File: src/rtl/phys_addr_classifier.sv
module phys_addr_classifier #(
  parameter int CTX_W     = 8,
  parameter int OUT_W     = 36,
  parameter int PAGE_BITS = 12,
  parameter logic [OUT_W-1:0] PSEUDO_OUT_BASE = 36'h8_0000_0000,
  parameter logic [OUT_W-1:0] CTX_WIN_BASE    = 36'h4_0000_0000
) (
  input  logic                        clk,
  input  logic                        rst_n,
  input  logic                        in_valid,
  input  logic [31:0]                 in_addr,
  input  logic [31-PAGE_BITS:0]       ctl_base_page,
  input  logic                        full_sys_en,
  input  logic [CTX_W-1:0]            ctx_id,
  output logic                        out_valid,
  output logic [OUT_W-1:0]            out_addr,
  output logic                        out_mmreg,
  output logic                        out_generic,
  output logic                        out_uncached
);
  localparam int ADDR_W = 32;

  logic pseudo_hit, ctl_hit;
  logic [OUT_W-1:0] pseudo_addr, ctx_addr, next_addr;

  assign pseudo_hit  = in_addr[ADDR_W-1:16] == 16'hFFFF;
  assign ctl_hit     = full_sys_en && !pseudo_hit &&
                       (in_addr[ADDR_W-1:PAGE_BITS] == ctl_base_page);
  assign pseudo_addr = PSEUDO_OUT_BASE | OUT_W'({in_addr[15:8], in_addr[7:0]});
  assign ctx_addr    = CTX_WIN_BASE + (OUT_W'(ctx_id) << PAGE_BITS)
                     + OUT_W'(in_addr[PAGE_BITS-1:0]);
  assign next_addr   = pseudo_hit ? pseudo_addr :
                       ctl_hit    ? ctx_addr    : OUT_W'(in_addr);

  always_ff @(posedge clk) begin
    if (!rst_n) begin
      out_valid    <= 1'b0;
      out_addr     <= '0;
      out_mmreg    <= 1'b0;
      out_generic  <= 1'b0;
      out_uncached <= 1'b0;
    end else begin
      out_valid    <= in_valid;
      out_addr     <= in_valid ? next_addr : '0;
      out_mmreg    <= in_valid && pseudo_hit;
      out_generic  <= in_valid && pseudo_hit;
      out_uncached <= in_valid && ctl_hit;
    end
  end


  valid_follow_chk: assert property (@(posedge clk) disable iff (!rst_n)
    in_valid |=> out_valid);


  pseudo_flags_chk: assert property (@(posedge clk) disable iff (!rst_n)
    (in_valid && in_addr >= 32'hFFFF_0000) |=> (out_mmreg && out_generic && !out_uncached));


  flag_excl_chk: assert property (@(posedge clk) disable iff (!rst_n)
    out_uncached |-> (!out_mmreg && !out_generic));


  pseudo_base_chk: assert property (@(posedge clk) disable iff (!rst_n)
    out_mmreg |-> ((out_addr & ~OUT_W'(32'h0000_FFFF)) == PSEUDO_OUT_BASE));


  nofs_pass_chk: assert property (@(posedge clk) disable iff (!rst_n)
    (in_valid && !full_sys_en && in_addr < 32'hFFFF_0000)
      |=> (!out_uncached && out_addr == OUT_W'($past(in_addr))));


  reset_chk: assert property (@(posedge clk)
    !$past(rst_n) |-> (!out_valid && !out_mmreg && !out_uncached));
endmodule

File: config.mk
export PLATFORM = sky130hd
export DESIGN_NAME = phys_addr_classifier
export DESIGN_NICKNAME = d
export VERILOG_FILES = /design/src/rtl/phys_addr_classifier.sv
export SDC_FILE = /design/constraint.sdc
export NUM_CORES = 1
export LEC_CHECK = 0
export BUFFER_PORTS_ARGS = -buffer_cell sky130_fd_sc_hd__clkbuf_2
export CELL_PAD_IN_SITES_DETAIL_PLACEMENT = 2
export CELL_PAD_IN_SITES_GLOBAL_PLACEMENT = 2
export CORE_MARGIN = 5
export CORE_UTILIZATION = 19
export CTS_CLUSTER_SIZE = 24
export DETAILED_ROUTE_END_ITERATION = 10
export PLACE_DENSITY = 0.72
export SLEW_MARGIN = 20
export SYNTH_ARGS = -nofsm -noshare
export SYNTH_HDL_FRONTEND = slang
export SYNTH_SLANG_ARGS = --single-unit
export TNS_END_PERCENT = 10
File: constraint.sdc
create_clock -name clk -period 1.6 [get_ports clk]
set_clock_uncertainty 0.05 [all_clocks]
set_input_delay 0.32 -clock clk [delete_from_list [all_inputs] [get_ports clk]]
set_output_delay 0.32 -clock clk [all_outputs]
set_load 0.01 [all_outputs]
==> reports/qor.yml, run 1 <==
floorplan:
  rows: 31
  die-area_um2: 9435
  die_width_um: 97.14
  dieHeight_um: 97.14
  fp.coreArea_um2: 7331
  start_util_pct: 19.68
  ios: 104
worst_setup_path:
  crit_path_end_kind: "flip-flop"
  worstSetupPathType: "input port to flip-flop"
  cp.arrival_ns: 1.65
  crit_path_max_fanout: 6
  path_cells: "clkbuf_2, xnor2_2, nand4_1, or4_4, o21ai_1, a21oi_1"
  worst_path_max_delay_cell: "or4_4"
  critPathLaunchType: "input port"
  cp_num_buf_inv: 1
  max_stage_delay_ns: 0.62
  cp.required_ns: 1.72
  critical-path-top-delay-family: "simple AND/OR/NAND/NOR gates"
timing:
  setup_ws_ns: 0.06560
  fmaxAchievable_mhz: 651.7
  rsz0062_at_grt: "true"
  period_minus_slack_ns: 1.534
  finalCritPeriodShare_pct: 95.90
  hold_ws_ns: 0.2235
  setup_violations: 0
  maxSlewViolCount: 0
  hold_viol_final: 0
synthesis:
  yosysMostFrequentCell: "dfxtp_1"
  synth_edf_count: 0
  netlist_instances: 139
  synth-seq-cells: 37
  synth_top_area_share_pct: 51.34
  ys_seq_area_share_pct: 51.34
  syn_area_um2: 1443
  yosys.area.top_type: "dfxtp_1"
  syn_avg_cell_area_um2: 10.38
  synth_cell_types: 25
  netlist_top_cells_count: "dfxtp_1 (37), and2_1 (12), and3_1 (12), xnor2_1 (12), nand2_1 (11)"
  yosysWarnings: 0
  yosys_most_used_dff: "dfxtp_1"
  synthArstFlopShare_pct: 0
  synth_area_leaders: "dfxtp_1 (51%), xnor2_1 (7.3%), and2_1 (5.2%), and3_1 (5.2%), xor2_1 (4.9%)"
hold_path:
  min_path_type: "input port to flip-flop"
layout:
  regArea_um2: 740.7
  antenna_cells: 0
  syn_to_final_growth_pct: 61.14
  multi_input_area_um2: 696.9
  fin_nets: 325
  utilization_pct: 31.71
  design_area_um2: 2325
  n_fill_cell: 845
  drive_gt1_share_pct: 54.41
global_routing:
  first_global_vias: 1681
  grt_pass1_wl_mm: 8.086
  antenna_found_initial: 0
  grt_usage_pct: 10.83
  grt_overflow_total: 0
  grt_max_degree: 13
run_status:
  status: "finished, final reports clean"
routing:
  first_iter_violations: 11
  routed_via_density: 4.014
  post-route-drc-count: 0
  totalWireLength_mm: 5.094
  antenna_left: 0
  drtPass1Iterations: 4
  num_vias: 1445
  wl_per_cell_um: 14.15
clock_tree:
  ctsHtreeMaxLevel: 2
  cts_sinks: 37
  path_clk_slew_ns: 0.07
  cts_tree: "done"
  cts_made_buffers: 5
  post-cts-setup-buffers: 0
  cts_max_path_buffers: 2
  cts_root_buf: "clkbuf_8"
  postCtsHoldBufs: 0
place:
  place_ws_ns: -0.3613
  io_buffers: 101
  dpl_cell_area_um2: 2177
  dp_hpwl_mm: 4.415
  gp_congestion: 0.6996
pwr:
  vdd_drop_max_v: 0.0003272
  power_density_nw_per_um2: 877.4
  power.leakage_nw: 1.201
run:
  max_cap_viol_count: 0
layer usage:
| layer | global-route usage (%) | wire (µm) | vias up |
|---|---|---|---|
| li1 | - | - | 710 |
| met1 | 10.92 | 1924 | 675 |
| met2 | 19.90 | 2677 | 58 |
| met3 | 4.882 | 462 | 2 |
| met4 | 3.240 | 29 | 0 |
| met5 | 0 | 0 | - |
worst min-delay path: stages:
cell and delay, ns:
clkbuf_2 0.08, nand2_1 0.04, mux2i_1 0.06
final timing paths:
path / from / endpoint / slack (ns) / cells past startpoint
min: ctx_id[2] / out_addr[14] / 0.22 / 3
max: in_addr[23] / out_addr[16] / 0.07 / 6
cells by family (layout without fill, tap and decap cells):
| kind of cell | Yosys count | in the layout | synth area share [%] |
|---|---|---|---|
| compound gates | 9 | 9 | 4.250 |
| xor+xnor | 20 | 20 | 12.14 |
| buf+inv | 8 | 129 | 3.643 |
| flops | 37 | 37 | 51.34 |
| mux | 4 | 4 | 2.775 |
| other cells | 1 | 2 | 0.2599 |
| simple gates | 60 | 60 | 25.58 |
flip-flops by register name (all words and copies together), names as in the netlist:
signal / cells
out_addr: 34
out_generic: 1
out_uncached: 1
out_valid: 1
layout make-up:
class | count | area share, %
sequential | 37 | 31.86
multi-input combinational | 95 | 29.98
timing repair buffer | 121 | 28.20
tap | 99 | 5.328
clock buffer | 5 | 2.960
clock inverter | 2 | 1.507
inverter | 1 | 0.1615
metrics by stage:
stage / TNS (ns) / total power (W) / instances
finish: 0 / 0.002040 / 360
global route: -0.003997 / 0.002147 / 360
CTS: 0 / 0.002078 / 360
detailed placement: -7.175 / 0.001285 / 353
global placement: -6.589 / 0.001277 / 353
floorplan: 0 / 0.001103 / 140
cell usage in the layout, fill, tap and decap left out, drive strengths merged:
| cell | count |
|---|---|
| nand2 | 12 |
| bufinv | 1 |
| nand4b | 1 |
| xor2 | 8 |
| nor2b | 1 |
| clkinv | 2 |
| nor3 | 2 |
| buf | 20 |
| o21ai | 4 |
| a31oi | 1 |
| and3 | 12 |
| or4 | 2 |
| dfxtp | 37 |
| clkbuf | 106 |
| nor4 | 2 |
| nand4 | 10 |
| a21oi | 4 |
| nor2 | 4 |
| xnor2 | 12 |
| nand3 | 1 |
| mux2i | 4 |
| and2 | 13 |
| conb | 2 |
repair_timing:
item | 4_1_cts | 5_1_grt
pin swaps | 0 | 3
endpoints found under the setup margin | 16 | 19
resized for setup | 1 | 7
power breakdown:
group	switching, W	internal, W	total [W]	leakage (nW)
logic	0.000147	0.000160	0.000307	0.844
registers	0.00000846	0.000954	0.000962	0.303
clock network	0.000317	0.000453	0.000770	0.0540
No activity file was read; power rests on OpenSTA's default activity.
==> run 2, diff against run 1 <==
- BUFFER_PORTS_ARGS: -buffer_cell sky130_fd_sc_hd__clkbuf_2 -> -buffer_cell sky130_fd_sc_hd__buf_2
- CORE_MARGIN: 5 -> 2
- SETUP_SLACK_MARGIN: unset -> 0.1
==> reports/qor.yml, run 2 (synthesis gave the netlist of run 1 again) <==
run_status:
  status: "finished, final reports clean"
routing:
  post-route-drc-count: 0
  top_layer_used: "met4"
  antenna_left: 0
  drtPass1Iterations: 4
  wl_per_cell_um: 14.06
  m1WireLength_mm: 2.033
  num_vias: 1459
  first_iter_violations: 14
  routed_via_density: 4.042
  met3RoutedLength_um: 385
  dr_wl_met2_mm: 2.623
  totalWireLength_mm: 5.076
floorplan:
  dieHeight_um: 91.14
  ios: 104
  rows: 31
  fp.coreArea_um2: 7292
  start_util_pct: 19.78
  die-area_um2: 8306
  die_width_um: 91.14
pwr:
  power_density_nw_per_um2: 782.9
  vdd_drop_max_v: 0.0002702
  power.leakage_nw: 1.254
layout:
  syn_to_final_growth_pct: 70.77
  design_area_um2: 2464
  layout_common_cells: "buf_2 (92), dfxtp_1 (37), buf_4 (21)"
  top_register: "out_addr"
  drive_gt1_share_pct: 58.02
  n_fill_cell: 867
  utilization_pct: 33.79
  largest_reg_flops: 34
  fin_nets: 325
  layout_commonest_cell: "buf_2"
  antenna_cells: 0
timing:
  fmaxAchievable_mhz: 665.0
  period_minus_slack_ns: 1.504
  hold_viol_final: 0
  setup_violations: 0
  rsz0062_at_grt: "true"
  maxSlewViolCount: 0
  finalCritPeriodShare_pct: 93.98
  fin_tns_setup_ns: 0
global_routing:
  grt_usage_pct: 11.91
  grt_overflow_total: 0
  antenna_found_initial: 0
  grt_pass1_wl_mm: 7.831
  grt_max_degree: 14
  first_global_vias: 1603
place:
  dpl_cell_area_um2: 2162
  io_buffers: 101
  gp_congestion: 0.6794
  dp_hpwl_mm: 4.103
clock_tree:
  cts_sinks: 37
  cts_max_path_buffers: 2
  cts_root_buf: "clkbuf_8"
  cts_tree: "done"
  postCtsHoldBufs: 0
  ctsHtreeMaxLevel: 2
  cts_made_buffers: 5
  path_clk_slew_ns: 0.07
hold_path:
  min_path_type: "input port to flip-flop"
worst_setup_path:
  cp.required_ns: 1.72
  worstSetupPathType: "input port to flip-flop"
  crit_path_end_kind: "flip-flop"
  crit_path_max_fanout: 6
  critPathLaunchType: "input port"
  cp.arrival_ns: 1.62
run:
  max_cap_viol_count: 0
-- run 2: cell types whose count changed in the layout (fill, tap and decap cells not counted), sizes merged --
cell and change:
clkbuf -100, buf +100, clkinv +1, a31oi +1, bufinv -1
-- run 2: routing by layer --
layer / vias to the layer above / GRT usage (%)
met5: - / 0
met4: 0 / 3.030
li1: 714 / -
met2: 61 / 21.23
met1: 682 / 13.19
met3: 2 / 4.647
-- run 2: repair_timing --
| item | CTS | global route |
|---|---|---|
| pin swaps | 2 | 18 |
| setup endpoints to repair | 22 | 21 |
| buffers inserted | 0 | 1 |
| cloned | 0 | 1 |
| resized for setup | 6 | 37 |
-- run 2: power breakdown --
part	internal (W)	total [W]	leakage [nW]	switching (W)
sequential	0.000954	0.000961	0.303	0.00000742
combinational	0.000188	0.000353	0.905	0.000165
clock	0.000302	0.000614	0.0450	0.000313
total	0.00144	0.00193	1.25	0.000485
-- run 2: cell type report --
cell class | instances | area (µm²) | share of cell area [%]
multi-input cells | 96 | 808.3 | 32.81
well taps | 99 | 123.9 | 5.028
clock buffers | 6 | 72.57 | 2.946
clock inverters | 2 | 10.01 | 0.4063
repair buffers | 120 | 704.4 | 28.59
inverters | 1 | 3.754 | 0.1524
flip-flops and latches | 37 | 740.7 | 30.07
-- run 2: worst paths after layout --
check	startpoint	endpoint	slack, ns	depth (start not counted)
worst max-delay path	in_addr[13]	out_addr[18]	0.1	6
worst min-delay path	in_addr[23]	out_addr[23]	0.22	2
-- run 2: per-stage QoR --
stage | cells | hold slack, ns | total power [W] | setup WS (ns)
global route | 361 | 0.2023 | 0.002060 | 0.06041
finish | 361 | 0.2198 | 0.001929 | 0.09625
floorplan | 140 | 0.3917 | 0.001103 | 0.04195
detailed placement | 351 | 0.5174 | 0.001281 | -0.4148
CTS | 359 | 0.2176 | 0.001918 | 0.07136
global placement | 351 | 0.5111 | 0.001273 | -0.3369
-- run 2: critical path, stage by stage --
cell,delay [ns]
buf_8,0.10
xnor2_4,0.15
nand4_1,0.18
or4_4,0.59
o21ai_2,0.20
a21oi_2,0.08
==> run 3, diff against run 2 <==
- RECOVER_POWER: unset -> 25
==> reports/qor.yml, run 3 (synthesis gave the netlist of run 1 again) <==
global_routing:
  first_global_vias: 1603
  grt_use_met1_pct: 13.19
  grt.busiest_layer: "met2"
  grt_overflow_total: 0
  grt_use_met2_pct: 21.23
  grt_max_degree: 14
  antenna_found_initial: 0
  grt_pass1_wl_mm: 7.831
  use_met3_pct: 4.647
  grt_usage_pct: 11.91
routing:
  post-route-drc-count: 0
  first_iter_violations: 14
  totalWireLength_mm: 5.079
  wl_per_cell_um: 14.07
  num_vias: 1459
  drtPass1Iterations: 4
  routed_via_density: 4.042
  antenna_left: 0
timing:
  period_minus_slack_ns: 1.504
  maxSlewViolCount: 0
  finalCritPeriodShare_pct: 94.02
  hold_viol_final: 0
  setup_violations: 0
  hold_ws_ns: 0.2198
  rsz0062_at_grt: "true"
  fin_tns_setup_ns: 0
  setup_ws_ns: 0.09562
  fmaxAchievable_mhz: 664.7
hold_path:
  whs_endpoint: "out_addr[23]"
  min_path_type: "input port to flip-flop"
  holdCritStartpoint: "in_addr[23]"
  whs_path_depth: 2
floorplan:
  dieHeight_um: 91.14
  start_util_pct: 19.78
  die_width_um: 91.14
  fp.coreArea_um2: 7292
  ios: 104
  die-area_um2: 8306
  rows: 31
worst_setup_path:
  worstSetupStartpoint: "in_addr[13]"
  crit_path_end_kind: "flip-flop"
  worst_path_max_delay_cell: "or4_4"
  cp.required_ns: 1.72
  critPathLaunchType: "input port"
  max_stage_delay_ns: 0.59
  path_cells: "buf_8, xnor2_4, nand4_1, or4_4, o21ai_2, a21oi_2"
  worstSetupPathType: "input port to flip-flop"
  cp.arrival_ns: 1.62
  crit_path_max_fanout: 6
clock_tree:
  ctsHtreeMaxLevel: 2
  cts_sinks: 37
  cts_made_buffers: 5
  cts_tree: "done"
  cts_max_path_buffers: 2
  postCtsHoldBufs: 0
  path_clk_slew_ns: 0.07
  cts_root_buf: "clkbuf_8"
layout:
  top_register: "out_addr"
  layout_common_cells: "buf_2 (87), dfxtp_1 (37), buf_4 (19)"
  fin_nets: 325
  largest_reg_flops: 34
  utilization_pct: 33.60
  layout_commonest_cell: "buf_2"
  syn_to_final_growth_pct: 69.82
  antenna_cells: 0
  n_fill_cell: 871
  drive_gt1_share_pct: 55.34
pwr:
  power_density_nw_per_um2: 785.9
  vdd_drop_max_v: 0.0002701
  finalPower_w: 0.001925
  power.leakage_nw: 1.226
place:
  io_buffers: 101
  gp_congestion: 0.6794
  place_ws_ns: -0.4148
  dp_hpwl_mm: 4.103
run_status:
  status: "finished, final reports clean"
run:
  max_cap_viol_count: 0
-- run 3: critical path: cells and delay by family --
kind            cells  cell delay (ns)
simple gates        2             0.77
buf+inv             1             0.10
xor+xnor            1             0.15
compound gates      2             0.28
-- run 3: worst max path at each step --
stage	to	slack, ns
3_3_place_gp	out_addr[27]	-0.34
3_5_place_dp	out_addr[28]	-0.41
4_1_cts	out_addr[19]	0.07
2_1_floorplan	out_addr[20]	0.04
5_1_grt	out_addr[18]	0.06
6_report	out_addr[18]	0.1
-- run 3: cell type report --
type | count | area, µm² | share of cell area (%)
clock buffers | 6 | 72.57 | 2.962
repair buffers | 120 | 690.7 | 28.19
inverters | 1 | 3.754 | 0.1532
flip-flops and latches | 37 | 740.7 | 30.23
well taps | 99 | 123.9 | 5.056
multi-input cells | 96 | 808.3 | 32.99
clock inverters | 2 | 10.01 | 0.4086
-- run 3: report_power, final --
group / total [W] / internal, W / leakage (nW) / switching [W]
combinational: 0.000349 / 0.000184 / 0.878 / 0.000165
clock: 0.000614 / 0.000302 / 0.0450 / 0.000313
sequential: 0.000962 / 0.000954 / 0.303 / 0.00000760
total: 0.00193 / 0.00144 / 1.23 / 0.000485
-- run 3: per-stage QoR --
stage / cell area (µm²) / std cells
5_1_grt: 2450 / 361
6_report: 2450 / 361
3_3_place_gp: 2162 / 351
4_1_cts: 2272 / 359
2_1_floorplan: 1450 / 140
3_5_place_dp: 2162 / 351
-- run 3: what timing repair did --
action,4_1_cts,5_1_grt
pin swaps,2,18
resized for setup,6,37
buffers inserted,0,1
setup endpoints to repair,22,21
cloned,0,1
-- run 3: per-layer routing --
| metal | vias to the layer above | part of all wire, % |
|---|---|---|
| li1 | 714 | - |
| met1 | 682 | 40 |
| met2 | 61 | 52 |
| met3 | 2 | 7.5 |
| met4 | 0 | 0.67 |
| met5 | - | 0 |
